$ cat config.mk
export PLATFORM = sky130hd
export DESIGN_NAME = rst_wake_seq
export DESIGN_NICKNAME = d
export VERILOG_FILES = /design/src/rtl/rws_pkg.sv /design/src/rtl/rws_ext_filter.sv /design/src/rtl/rws_clk_check.sv /design/src/rtl/rst_wake_seq.sv
export SDC_FILE = /design/constraint.sdc
export NUM_CORES = 1
export LEC_CHECK = 0
export BUFFER_PORTS_ARGS = -buffer_cell sky130_fd_sc_hd__buf_2
export CAP_MARGIN = 20
export CORE_UTILIZATION = 55
export CTS_BUF_LIST = sky130_fd_sc_hd__clkbuf_16
export CTS_CLUSTER_SIZE = 8
export DETAILED_ROUTE_END_ITERATION = 10
export GPL_TIMING_DRIVEN = 0
export PLACE_DENSITY = 0.83
export SLEW_MARGIN = 20
export SYNTH_ARGS = -nofsm -noshare
export SYNTH_HDL_FRONTEND = slang
export SYNTH_SLANG_ARGS = --single-unit
$ cat constraint.sdc
create_clock -name clk_ref -period 2.6 [get_ports clk_ref]
set_input_delay 0.52 -clock clk_ref [delete_from_list [all_inputs] [get_ports clk_ref]]
set_output_delay 0.52 -clock clk_ref [all_outputs]
set_load 0.005 [all_outputs]
$ cat src/rtl/rws_pkg.sv
package rws_pkg;

   typedef enum logic [2:0] {
      ST_HOLD    = 3'd0,
      ST_CQ      = 3'd1,
      ST_STRETCH = 3'd2,
      ST_RUN     = 3'd3,
      ST_STOP    = 3'd4,
      ST_PSTOP   = 3'd5,
      ST_DOZE    = 3'd6,
      ST_VWAIT   = 3'd7
   } rws_state_e;

   typedef enum logic [1:0] {
      LP_NONE  = 2'b00,
      LP_STOP  = 2'b01,
      LP_PSTOP = 2'b10,
      LP_DOZE  = 2'b11
   } rws_lp_e;

endpackage

$ cat src/rtl/rws_ext_filter.sv
module rws_ext_filter #(
   parameter int SYNC_STAGES = 2,
   parameter int MIN_LOW_CYC = 2
) (
   input  logic clk,
   input  logic rst_n,
   input  logic pin_n,
   output logic pin_high,
   output logic qualified
);
   localparam int CW = $clog2(MIN_LOW_CYC + 1);

   logic          pin_s;
   logic [CW-1:0] low_cnt;

   generate
      if (SYNC_STAGES == 0) begin : g_direct
         assign pin_s = pin_n;
      end else begin : g_sync
         logic [SYNC_STAGES-1:0] sr;
         always_ff @(posedge clk or negedge rst_n) begin
            if (!rst_n) begin
               sr <= '1;
            end else begin
               sr[0] <= pin_n;
               for (int i = 1; i < SYNC_STAGES; i++) begin
                  sr[i] <= sr[i-1];
               end
            end
         end
         assign pin_s = sr[SYNC_STAGES-1];
      end
   endgenerate

   // count consecutive low samples, saturating at the minimum width
   always_ff @(posedge clk or negedge rst_n) begin
      if (!rst_n) begin
         low_cnt <= '0;
      end else if (pin_s) begin
         low_cnt <= '0;
      end else if (low_cnt != CW'(MIN_LOW_CYC)) begin
         low_cnt <= low_cnt + 1'b1;
      end
   end

   assign pin_high  = pin_s;
   assign qualified = !pin_s && (low_cnt == CW'(MIN_LOW_CYC));

endmodule

$ cat src/rtl/rws_clk_check.sv
module rws_clk_check #(
   parameter int PASS_CYC    = 64,
   parameter int TIMEOUT_CYC = 4096
) (
   input  logic clk,
   input  logic rst_n,
   input  logic run,
   input  logic osc_valid,
   output logic pass,
   output logic expire
);
   localparam int PW = $clog2(PASS_CYC + 1);
   localparam int TW = $clog2(TIMEOUT_CYC + 1);

   logic [PW-1:0] good_cnt;
   logic [TW-1:0] age_cnt;

   always_ff @(posedge clk or negedge rst_n) begin
      if (!rst_n) begin
         good_cnt <= '0;
         age_cnt  <= '0;
      end else if (!run) begin
         good_cnt <= '0;
         age_cnt  <= '0;
      end else begin
         good_cnt <= osc_valid ? good_cnt + 1'b1 : '0;
         age_cnt  <= age_cnt + 1'b1;
      end
   end

   assign pass   = run && osc_valid && (good_cnt == PW'(PASS_CYC - 1));
   assign expire = run && (age_cnt == TW'(TIMEOUT_CYC - 1));

endmodule

$ cat src/rtl/rst_wake_seq.sv
module rst_wake_seq
   import rws_pkg::*;
#(
   parameter int CQ_PASS_CYC     = 64,
   parameter int CQ_TIMEOUT_CYC  = 4096,
   parameter int STARTUP_CYC     = 192,
   parameter int EXT_MIN_CYC     = 2,
   parameter int EXT_SYNC_STAGES = 2
) (
   input  logic       clk_ref,
   input  logic       por_rst_n,
   input  logic       lvr_req,
   input  logic       ext_rst_n,
   input  logic       sleep_req,
   input  logic [1:0] sleep_mode,
   input  logic       wake_ext_irq,
   input  logic       wake_periodic,
   input  logic       wake_int_irq,
   input  logic       osc_valid,
   input  logic       vreg_ready,
   input  logic       por_flag_clr,
   output logic       rst_int,
   output logic       vreg_fpm_req,
   output logic       clk_sel_self,
   output logic       sys_clk_en,
   output logic       por_flag
);
   localparam int SW = $clog2(STARTUP_CYC + 1);

   generate
      if (CQ_PASS_CYC < 1) begin : g_bad_pass
         $error("CQ_PASS_CYC must be at least 1");
      end
      if (CQ_TIMEOUT_CYC <= CQ_PASS_CYC) begin : g_bad_tmo
         $error("CQ_TIMEOUT_CYC must exceed CQ_PASS_CYC");
      end
      if (STARTUP_CYC < 1) begin : g_bad_start
         $error("STARTUP_CYC must be at least 1");
      end
      if (EXT_MIN_CYC < 1 || EXT_SYNC_STAGES < 0) begin : g_bad_ext
         $error("external reset filter parameters out of range");
      end
   endgenerate

   rws_state_e    st;
   logic [SW-1:0] st_cnt;
   logic          osc_ok, self_clk, from_rst, skip_cq, cq_after, flag_q;
   logic          ext_hi, ext_qual, cq_pass, cq_expire;
   logic          wake_any, wake_stop;

   rws_ext_filter #(
      .SYNC_STAGES (EXT_SYNC_STAGES),
      .MIN_LOW_CYC (EXT_MIN_CYC)
   ) u_ext (
      .clk       (clk_ref),
      .rst_n     (por_rst_n),
      .pin_n     (ext_rst_n),
      .pin_high  (ext_hi),
      .qualified (ext_qual)
   );

   rws_clk_check #(
      .PASS_CYC    (CQ_PASS_CYC),
      .TIMEOUT_CYC (CQ_TIMEOUT_CYC)
   ) u_cq (
      .clk       (clk_ref),
      .rst_n     (por_rst_n),
      .run       (st == ST_CQ),
      .osc_valid (osc_valid),
      .pass      (cq_pass),
      .expire    (cq_expire)
   );

   assign wake_stop = wake_ext_irq | wake_periodic;
   assign wake_any  = wake_stop | wake_int_irq;

   always_ff @(posedge clk_ref or negedge por_rst_n) begin
      if (!por_rst_n) begin
         st       <= ST_HOLD;
         st_cnt   <= '0;
         osc_ok   <= 1'b0;
         self_clk <= 1'b0;
         from_rst <= 1'b1;
         skip_cq  <= 1'b0;
         cq_after <= 1'b0;
         flag_q   <= 1'b1;
      end else begin
         if (por_flag_clr) flag_q <= 1'b0;
         st_cnt <= (st == ST_STRETCH) ? st_cnt + 1'b1 : '0;

         if (lvr_req) begin
            st       <= ST_HOLD;
            from_rst <= 1'b1;
            skip_cq  <= 1'b0;
            osc_ok   <= 1'b0;
         end else if (ext_qual) begin
            st       <= ST_HOLD;
            from_rst <= 1'b1;
            skip_cq  <= osc_ok;
         end else begin
            unique case (st)
               ST_HOLD: begin
                  if (ext_hi) st <= skip_cq ? ST_STRETCH : ST_CQ;
               end
               ST_CQ: begin
                  if (cq_pass) begin
                     osc_ok   <= 1'b1;
                     self_clk <= 1'b0;
                     st       <= from_rst ? ST_STRETCH : ST_RUN;
                  end else if (cq_expire) begin
                     osc_ok   <= 1'b0;
                     self_clk <= 1'b1;
                     st       <= from_rst ? ST_STRETCH : ST_RUN;
                  end
               end
               ST_STRETCH: begin
                  if (st_cnt == SW'(STARTUP_CYC - 1)) begin
                     st       <= ST_RUN;
                     from_rst <= 1'b0;
                  end
               end
               ST_RUN: begin
                  if (sleep_req) begin
                     unique case (rws_lp_e'(sleep_mode))
                        LP_STOP: begin
                           st     <= ST_STOP;
                           osc_ok <= 1'b0;
                        end
                        LP_PSTOP: st <= ST_PSTOP;
                        LP_DOZE:  st <= ST_DOZE;
                        LP_NONE:  st <= ST_RUN;
                     endcase
                  end
               end
               ST_STOP: begin
                  if (wake_stop) begin
                     st       <= ST_VWAIT;
                     cq_after <= 1'b1;
                  end
               end
               ST_PSTOP: begin
                  if (wake_any) begin
                     st       <= ST_VWAIT;
                     cq_after <= 1'b0;
                  end
               end
               ST_DOZE: begin
                  if (wake_any) st <= ST_RUN;
               end
               ST_VWAIT: begin
                  if (vreg_ready) st <= cq_after ? ST_CQ : ST_RUN;
               end
            endcase
         end
      end
   end

   assign rst_int      = (st == ST_HOLD) || (st == ST_STRETCH) || ((st == ST_CQ) && from_rst);
   assign sys_clk_en   = (st == ST_RUN);
   assign vreg_fpm_req = !((st == ST_STOP) || (st == ST_PSTOP));
   assign clk_sel_self = self_clk;
   assign por_flag     = flag_q;

endmodule

==> impl_metrics.ini <==
[routing]
drt-total-wl_um = 3650
num_vias = 1506
ant_nets = 0
drt_iter0_drc = 124
post_drt_via_cell_ratio = 5.46
remaining_drc_errors = 0
drtPass1Iterations = 4
avgRoutedWirePerCell_um = 13.2

[critical_path]
startpoint = u_cq.good_cnt[0]
cp_data_arrival_time_ns = 2.16
crit_path_start_kind = flip-flop
crit_type = flip-flop to flip-flop
cp_data_required_time_ns = 2.76
worst_setup_path_end_kind = flip-flop
r2r_cells = 6
r2r_start = u_cq.good_cnt[0]
slowest_stage = o41ai_1
worstReg2RegEnd = osc_ok
r2r_slack_ns = 0.60
max_stage_delay_ns = 0.40
crit_fanout = 3
crit_chain = ha_1, nand2_1, o41ai_1, o32ai_2, a2111oi_4, mux2_1

[placed_design]
portBuffers = 17
dp_hpwl_um = 2490
gp_congestion = 0.809
place_inst = 268

[clock_tree]
post_cts_resized = 0
hold_buffers = 0
clock_latency_ns = 0.28
cts-root-buf = clkbuf_16
cts_buffers = 5
h-tree-depth = 2
clockBufferDepth = 2
cts.clk_slew.worst_paths_ns = 0.05
post-cts-setup-buffer-count = 0
cts_tree = built
cts_sinks = 41

[pwr]
power_leakage_nw = 1.05
max-vdd-ir-drop_mv = 0.454
powerDensity_nw_per_um2 = 748
fin_total_pwr_mw = 1.76

[sta]
hold_viol = 0
fin_worst_skew_ns = 0.00427
setup_viol = 0
fin_crit_sh_pct = 76.8
relSlewSlack_pct = 42.0
slew_viol_final = 0
min_period_ns = 2.00
clock.fmax_mhz = 501
rsz0062_at_grt = no
tightest_slew_ns = 0.870
setup-tns-final_ns = 0
holdWs_ns = 0.339

[grt]
grt_start_max_net_pins = 42
grt_pass1_vias = 1464
antenna_found_initial = 0
grt-ovfl-total = 0
grt_util_all_layers_pct = 21.1
grt_pass1_wl_um = 6410

[run_status]
status = completed

[yosys]
syn_area_um2 = 2080
ys.flop_type = dfrtp_1
ys_seq_elements = 41
yosysSeqAreaShare_pct = 49.6
synth_cells = 205
synthArstFlopShare_pct = 100
synth_fp_nets = 226
ys_top_cells_by_area = dfrtp_1, nor2_1, dfstp_2
synth_edf_count = 0
yosys.area.top_type_share_pct = 44.6
syn_area_per_cell_um2 = 10.1
synth.largest_area_cell = dfrtp_1
synthDistinctLibCells = 41
yosys_warnings = 0

[cells_and_area]
drive_above_1_share_pct = 16.1
syn2layout_area_growth_pct = 13.5
multi_input_area_um2 = 997
layoutNonFillerInstCount = 276
final_cell_mix = nor2_1, dfrtp_1, buf_2
final_common_cell = nor2_1
fill_cells = 266
register_area_um2 = 1030
fin_util_pct = 68.0
diodes = 0
nets = 250

[floorplanning]
row_count = 21
initial_core_util_pct = 59.9
die_h_um = 63.5
coreArea_um2 = 3470
die-area_um2 = 4030
ioPinCount = 18
dieWidth_um = 63.5

[job]
max_cap_viol_count = 0

[min_path]
hold_class = input port to flip-flop
whs_path_depth = 1
min-delay-start = ext_rst_n
hold_path_end = u_ext.g_sync.sr[0]
flip-flops by register name (all words and copies together) (netlist names):
signal	count
st_cnt	8
por_flag	1
u_ext.g_sync.sr	2
cq_after	1
u_cq.good_cnt	7
clk_sel_self	1
u_ext.low_cnt	2
st	3
u_cq.age_cnt	13
osc_ok	1
skip_cq	1
from_rst	1
through the flow:
stage	worst slack, ns	cell area, um2
floorplan	0.789	2080
global placement	0.551	2220
detailed placement	0.558	2220
CTS	0.608	2360
global route	0.450	2360
finish	0.604	2360
cells in the mapped netlist, types with 2 or more instances:
cell type and n:
a21oi_1 7, a31oi_1 2, and3_1 4, and4_1 2
buf_2 3, dfrtp_1 37, dfstp_2 4, ha_1 8
inv_1 8, mux2i_1 4, nand2_1 16, nand2b_1 2
nand3_1 10, nand4_1 2, nor2_1 40, nor2b_1 3
nor3_1 3, o21ai_0 6, or2_2 2, or3_1 2
xnor2_1 9, xor2_1 12
power breakdown:
part	internal (mW)	switching (mW)
registers	0.692	0.0378
clock network	0.346	0.228
logic	0.175	0.285
total	1.21	0.550
cells by family after synthesis:
kind of cell / share of synthesized area (%)
AOI/OAI and AO/OA: 9.58
xor gates and xnor gates: 8.86
adders and majority gates: 4.82
buffers and inverters: 2.35
DFF: 49.6
muxes: 2.47
and+or+nand+nor: 22.3
worst max path at each step:
stage / endpoint / slack (ns) / depth (start not counted)
floorplan: osc_ok / 0.79 / 6
global placement: osc_ok / 0.55 / 6
detailed placement: osc_ok / 0.56 / 6
CTS: osc_ok / 0.61 / 6
global route: osc_ok / 0.45 / 6
finish: osc_ok / 0.60 / 6
final cells by class:
class	instances	share of cell area, %
multi-input combinational	152	42.3
buffer	4	0.796
sequential	41	43.7
clock buffer	5	5.31
timing repair buffer	17	3.61
inverter	8	1.27
clock inverter	3	0.531
tap	46	2.44
worst max-delay path: cells and delay by family, from the launching register on:
family,cells,cell delay (ns)
simple gates,1,0.10
compound gates,3,0.83
flops,1,0.37
fa+ha+maj,1,0.23
mux,1,0.35
layer usage:
metal	vias to the layer above	track usage (%)	wire length [um]
li1	753	-	-
met2	26	33.2	1690
met5	-	0	0
met1	720	27.3	1770
met4	0	8.52	68
met3	7	5.98	118
Power figures use the tool's default switching activity.
